File: config.mk
export PLATFORM = sky130hd
export DESIGN_NAME = qword_ecc
export DESIGN_NICKNAME = d
export VERILOG_FILES = /design/src/rtl/ecc_pkg.sv /design/src/rtl/ecc_encode.sv /design/src/rtl/ecc_decode.sv /design/src/rtl/ecc_err_log.sv /design/src/rtl/qword_ecc.sv
export SDC_FILE = /design/constraint.sdc
export NUM_CORES = 1
export LEC_CHECK = 0
export ABC_AREA = 1
export CAP_MARGIN = 20
export CORE_MARGIN = 1
export CORE_UTILIZATION = 44
export CTS_CLUSTER_DIAMETER = 30
export DETAILED_ROUTE_END_ITERATION = 16
export DONT_BUFFER_PORTS = 1
export GPL_TIMING_DRIVEN = 0
export PLACE_DENSITY_LB_ADDON = 0.15
export SYNTH_ARGS = -nofsm -noshare
export SYNTH_HDL_FRONTEND = slang
export SYNTH_HIERARCHICAL = 1
export SYNTH_SLANG_ARGS = --single-unit
File: constraint.sdc
create_clock -name clk -period 3.1 [get_ports clk]
set_input_delay 0.155 -clock clk [delete_from_list [all_inputs] [get_ports clk]]
set_output_delay 0.155 -clock clk [all_outputs]
set_load 0.01 [all_outputs]
File: src/rtl/ecc_pkg.sv
package ecc_pkg;
  localparam int DATA_W = 64;
  localparam int CHK_W  = 8;
  localparam int N_W3   = 56;

  // Column of data bit idx: weight-3 values ascending, then weight-5 values ascending.
  function automatic logic [CHK_W-1:0] col_of(input int idx);
    logic [CHK_W-1:0] r;
    int n3;
    int n5;
    r  = '0;
    n3 = 0;
    n5 = 0;
    for (int v = 0; v < (1 << CHK_W); v++) begin
      logic [CHK_W-1:0] vb;
      vb = CHK_W'(v);
      if ($countones(vb) == 3) begin
        if (n3 == idx) r = vb;
        n3++;
      end else if ($countones(vb) == 5) begin
        if (n5 + N_W3 == idx) r = vb;
        n5++;
      end
    end
    return r;
  endfunction

  // Data bits that feed check bit j.
  function automatic logic [DATA_W-1:0] row_mask(input int j);
    logic [DATA_W-1:0] m;
    logic [CHK_W-1:0]  c;
    m = '0;
    for (int i = 0; i < DATA_W; i++) begin
      c    = col_of(i);
      m[i] = c[j];
    end
    return m;
  endfunction

  typedef enum logic [1:0] {
    SYN_CLEAN = 2'd0,
    SYN_CORR  = 2'd1,
    SYN_FATAL = 2'd2
  } syn_class_e;
endpackage

File: src/rtl/ecc_encode.sv
module ecc_encode
  import ecc_pkg::*;
(
  input  logic [DATA_W-1:0] data,
  output logic [CHK_W-1:0]  check
);
  for (genvar j = 0; j < CHK_W; j++) begin : g_row
    localparam logic [DATA_W-1:0] MASK = row_mask(j);
    assign check[j] = ^(data & MASK);
  end
endmodule

File: src/rtl/ecc_decode.sv
module ecc_decode
  import ecc_pkg::*;
(
  input  logic [DATA_W-1:0] data,
  input  logic [CHK_W-1:0]  syn,
  output logic [DATA_W-1:0] fixed_data,
  output syn_class_e        cls
);
  localparam int HALF_W = DATA_W / 2;
  localparam logic [DATA_W-1:0] KILL_MASK =
    (DATA_W'(1) << 0) | (DATA_W'(1) << (HALF_W - 1)) |
    (DATA_W'(1) << HALF_W) | (DATA_W'(1) << (DATA_W - 1));

  logic [DATA_W-1:0] hit;
  logic [3:0]        wgt;

  for (genvar i = 0; i < DATA_W; i++) begin : g_col
    localparam logic [CHK_W-1:0] COL = col_of(i);
    assign hit[i] = (syn == COL);
  end

  always_comb begin
    wgt        = 4'($countones(syn));
    fixed_data = data;
    cls        = SYN_CLEAN;
    if (wgt == 4'd0) begin
      cls = SYN_CLEAN;
    end else if (wgt == 4'd1) begin
      cls = SYN_CORR;
    end else if (wgt[0] && (|hit)) begin
      cls        = SYN_CORR;
      fixed_data = data ^ hit;
    end else begin
      cls        = SYN_FATAL;
      fixed_data = data & ~KILL_MASK;
    end
  end

  // Distinct columns mean at most one data bit can ever be chosen.
  always_comb begin
    AST_ONE_FLIP: assert ($onehot0(hit));
  end
endmodule

File: src/rtl/ecc_err_log.sv
module ecc_err_log #(
  parameter int ADDR_W = 32
) (
  input  logic              clk,
  input  logic              rst_n,
  input  logic              fatal_hit,
  input  logic [ADDR_W-1:0] addr,
  input  logic              clr,
  output logic              log_valid,
  output logic [ADDR_W-1:0] log_addr
);
  logic              valid_nxt;
  logic [ADDR_W-1:0] addr_nxt;
  logic              addr_en;

  always_comb begin
    valid_nxt = log_valid;
    addr_nxt  = log_addr;
    addr_en   = 1'b0;
    if (fatal_hit && (!log_valid || clr)) begin
      valid_nxt = 1'b1;
      addr_nxt  = addr;
      addr_en   = 1'b1;
    end else if (clr) begin
      valid_nxt = 1'b0;
      addr_nxt  = '0;
      addr_en   = 1'b1;
    end
  end

  always_ff @(posedge clk or negedge rst_n) begin
    if (!rst_n) begin
      log_valid <= 1'b0;
      log_addr  <= '0;
    end else begin
      log_valid <= valid_nxt;
      if (addr_en) log_addr <= addr_nxt;
    end
  end

  AST_LOG_SET: assert property (@(posedge clk) disable iff (!rst_n)
    fatal_hit |=> log_valid);
  AST_LOG_HOLD: assert property (@(posedge clk) disable iff (!rst_n)
    (log_valid && !clr) |=> (log_valid && $stable(log_addr)));
  AST_LOG_CLR: assert property (@(posedge clk) disable iff (!rst_n)
    (clr && !fatal_hit) |=> (!log_valid && log_addr == '0));
endmodule

File: src/rtl/qword_ecc.sv
module qword_ecc
  import ecc_pkg::*;
#(
  parameter int ADDR_W = 32
) (
  input  logic              clk,
  input  logic              rst_n,
  input  logic [63:0]       wr_data,
  output logic [7:0]        wr_check,
  input  logic              rd_valid,
  input  logic [63:0]       rd_data,
  input  logic [7:0]        rd_check,
  input  logic [ADDR_W-1:0] rd_addr,
  input  logic              log_clr,
  output logic              out_valid,
  output logic [63:0]       out_data,
  output logic              out_ce,
  output logic              out_ue,
  output logic              log_valid,
  output logic [ADDR_W-1:0] log_addr
);
  logic [1:0] rst_pipe;
  logic       rst_sync_n;

  always_ff @(posedge clk or negedge rst_n) begin
    if (!rst_n) rst_pipe <= 2'b00;
    else        rst_pipe <= {rst_pipe[0], 1'b1};
  end
  assign rst_sync_n = rst_pipe[1];

  ecc_encode u_wr_enc (.data(wr_data), .check(wr_check));

  logic [CHK_W-1:0]  rd_calc;
  logic [CHK_W-1:0]  syn;
  logic [DATA_W-1:0] fixed_data;
  syn_class_e        cls;

  ecc_encode u_rd_enc (.data(rd_data), .check(rd_calc));
  assign syn = rd_calc ^ rd_check;

  ecc_decode u_dec (
    .data       (rd_data),
    .syn        (syn),
    .fixed_data (fixed_data),
    .cls        (cls)
  );

  logic              valid_nxt;
  logic              ce_nxt;
  logic              ue_nxt;
  logic [DATA_W-1:0] data_nxt;

  always_comb begin
    valid_nxt = rd_valid;
    ce_nxt    = rd_valid && (cls == SYN_CORR);
    ue_nxt    = rd_valid && (cls == SYN_FATAL);
    data_nxt  = rd_valid ? fixed_data : out_data;
  end

  always_ff @(posedge clk or negedge rst_sync_n) begin
    if (!rst_sync_n) begin
      out_valid <= 1'b0;
      out_ce    <= 1'b0;
      out_ue    <= 1'b0;
      out_data  <= '0;
    end else begin
      out_valid <= valid_nxt;
      out_ce    <= ce_nxt;
      out_ue    <= ue_nxt;
      if (rd_valid) out_data <= data_nxt;
    end
  end

  ecc_err_log #(.ADDR_W(ADDR_W)) u_log (
    .clk       (clk),
    .rst_n     (rst_sync_n),
    .fatal_hit (ue_nxt),
    .addr      (rd_addr),
    .clr       (log_clr),
    .log_valid (log_valid),
    .log_addr  (log_addr)
  );

  AST_VALID_FOLLOWS: assert property (@(posedge clk) disable iff (!rst_sync_n)
    rd_valid |=> out_valid);
  AST_IDLE_QUIET: assert property (@(posedge clk) disable iff (!rst_sync_n)
    !rd_valid |=> (!out_valid && !out_ce && !out_ue && $stable(out_data)));
  AST_FLAGS_EXCL: assert property (@(posedge clk) disable iff (!rst_sync_n)
    !(out_ce && out_ue));
  AST_UE_SANITISED: assert property (@(posedge clk) disable iff (!rst_sync_n)
    out_ue |-> (!out_data[0] && !out_data[31] && !out_data[32] && !out_data[63]));
endmodule

==> impl_results.md <==
* Status: finished, violations left
* Failing checks: negative setup slack
* Port bufs at 0
* Routability cong. at 0.916
* Pwr Total at 17,800 uW
* Post-Place Cells at 2,634
* Crit path max-delay cell type: fa_1
* CP most frequent cell: nand2_4
* Antenna Nets Post-Route at 0
* Detailed Place HPWL at 31.6 mm
* Root buf cell: clkbuf_16
* Synth area leaders: nand2_1 34%, dfrtp_1 21%, nand3_1 10%
* Worst Skew at 0.0107 ns
* Share of the yosys chip area belonging to registers at 20.6%
* Rows at 61
* Hold Crit Depth at 4
* DR iter-0 viols at 1,107
* Share of layout cells above drive strength 1 at 13.0%
* Die ar. at 28,800 um2
* Post-layout min period at 4.68 ns
* Max Fclk at 214 MHz
* CP required at 3.33 ns
* Clock slew at reported path FFs at 0.07 ns
* Area occupied by multi-input gates at 9390 um2
* Ys async rst share at 100%
* Clock buffer depth at 2
* Crit share post-route at 151%
* N_diodes at 0
* CTS Buf Count at 9
* Hold Vio Cnt, Final at 0
* Leak at 0.00876 uW
* Post-place setup slack at -2.39 ns
* # nets final at 2,521
* Area Growth Syn to Fin at 22.5%
* Via Count at 14,070
* Routed Wire Length at 40.9 mm
* Syn Inst Count at 2,255
* Later-pin clock latency in the skew report at 0.34 ns
* GRT Util Overall at 27.5%
* Largest net degree at the start of global routing at 66
* GRT overflow at 0
* Core Footprint at 27,700 um2
* Via-per-instance ratio at 5.17
* CTS tree: done
* Relative slew slack at 46.0%
* Initial antenna violation count at 0
* Synth Warn # at 6
* Cell taking the most area after synthesis: nand2_1
* Top cell type's share of synthesized area at 34.4%
* Startpoint types: input port
* First-pass GRT wire length at 63.2 mm
* Sinks on Clock Net at 102
* Hold WC Path Type: in2reg
* Initial Util at 44.7%
* Sequential cell area at 2560 um2
* Top-count cell post-synth: nand2_1
* Setup TNS at -142.43 ns
* Main synth FF type: dfrtp_1
* Fill count at 2,735
* Worst path max stage delay at 0.50 ns
* Maximum VDD drop at 1.42 mV
* H-tree depth at 3
* Setup ws final at -1.58 ns
* Synth cell types at 29
* Syn_area_per_cell at 5.49 um2
* Slew @ Worst Pin at 0.807 ns
* DRT Pass-1 Iters at 10
* RSZ-0062 raised after global routing: true
* Number of flops mapped to enable cells by yosys at 0
* CP Class: in2reg
* Vias in the first global route at 12,803
* Synthesized area at 12,400 um2
* Syn Nets at 2,438
* Critical Path Fanout Max at 6
* Die W at 170 um
* WL per Instance at 15.0 um
* Residual DRC at 0
* Die Y at 170 um
* Pwr per Cell Area at 1180 nW/um2
* Reg2Reg Depth at 4
* Setup violators final at 99
* Max cap viols at 0
* Leading post-synthesis cells by instance count: 1,133 x nand2_1, 263 x inv_1, 251 x nand3_1
* Crit. End Element: flip-flop
* Fin cells at 2,721
* Fin Hold WS at 0.0140 ns
* FF+latch count, synth at 102
* WP data arrival at 4.90 ns
* Max-slew violations at 0
* I/O pin cnt at 280
cells by family (layout without fill, tap and decap cells):
logic type	count (synthesis)	after routing	synth area share, %
other cells	1	1	0.0303
compound gates	21	21	1.20
buf+inv	348	436	11.9
simple gates	1625	1625	54.5
flops	102	102	20.6
fa+ha+maj	11	11	1.35
xor+xnor	147	147	10.4
cells in the final DEF, fill, tap and decap left out, types with 2 or more instances in the layout:
master         instances
nand2_1             1069
inv_1                257
nand3_1              240
dfrtp_1              101
nor2_1                89
xor2_1                73
xnor2_1               68
nand2_2               66
nor3_4                61
nand4_1               60
buf_4                 39
dlygate4sd3_1         35
buf_2                 27
clkbuf_16             20
buf_6                 16
inv_2                 12
a21o_1                12
nand3_2               12
nand3b_1              10
nand2_4                8
nor2_2                 7
buf_1                  7
ha_1                   6
buf_8                  5
xnor2_2                4
clkbuf_1               3
fa_1                   3
inv_8                  2
clkinv_4               2
clkbuf_2               2
a21oi_1                2
a21oi_2                2
a21oi_4                2
buf_12                 2
o21ai_0                2
or2_4                  2
sequential cells by signal, summed over array words and instances, names as in the netlist:
register and flops:
out_data 64, out_valid 1, rst_pipe 2, out_ue 1, u_log/log_valid 1, out_ce 1
u_log/log_addr 32
critical path, delay by kind of cell:
family,cells,cell delay (ns)
adders and majority gates,5,1.87
and+or+nand+nor,18,1.62
xor gates and xnor gates,1,0.13
AOI/OAI and AO/OA,2,0.17
buffers and inverters,10,0.93
layout make-up:
class	count	share of cell area, %
buffer	75	4.03
clock buffer	10	1.58
clock inverter	6	0.346
inverter	271	6.76
multi-input combinational	1805	61.9
sequential	102	16.9
tap	378	3.12
timing repair buffer	74	5.41
path summary, 6_finish.rpt:
path	startpoint	endpoint	slack [ns]
max	rd_data[15]	u_log/log_addr[4]$_DFFE_PN0P_	-1.58
min	rd_data[61]	out_data[61]$_DFFE_PN0P_	0.01
max reg2reg	u_log/log_valid$_DFFE_PN0P_	u_log/log_addr[4]$_DFFE_PN0P_	1.91
min reg2reg	rst_pipe[1]$_DFF_PN0_	out_data[43]$_DFFE_PN0P_	0.30
max in group asynchronous	rst_pipe[1]$_DFF_PN0_	out_data[18]$_DFFE_PN0P_	2.09
min in group asynchronous	rst_n	rst_pipe[0]$_DFF_PN0_	0.03
routing by layer:
| layer | up-vias | GRT usage, % | wire length [um] |
|---|---|---|---|
| met3 | 96 | 6.32 | 3580 |
| met5 | - | 0 | 0 |
| met2 | 555 | 48.1 | 19600 |
| met4 | 0 | 11.9 | 1510 |
| met1 | 6292 | 31.9 | 16200 |
| li1 | 7127 | - | - |
report_power, final:
group	switching [uW]	internal [uW]	leakage (uW)
Clock	522	581	0.000143
Sequential	284	1610	0.00128
Combinational	8900	5960	0.00733
Total	9700	8150	0.00876
what timing repair did:
| action | in CTS | in global routing |
|---|---|---|
| hold buffers | 35 | 0 |
| gates resized for setup | 178 | 97 |
| pin swaps | 42 | 65 |
| buffers inserted | 17 | 14 |
| gates cloned | 8 | 1 |
| setup endpoints to repair | 99 | 99 |
| endpoints found under the hold margin | 36 | 0 |
stage by stage:
| stage | util, % | area, um2 |
|---|---|---|
| after detailed placement | 46.7 | 12900 |
| after global placement | 46.6 | 12900 |
| after CTS | 53.2 | 14700 |
| final | 54.7 | 15200 |
| after global routing | 54.7 | 15200 |
| after floorplan | - | 12400 |
Power figures use the tool's default switching activity.
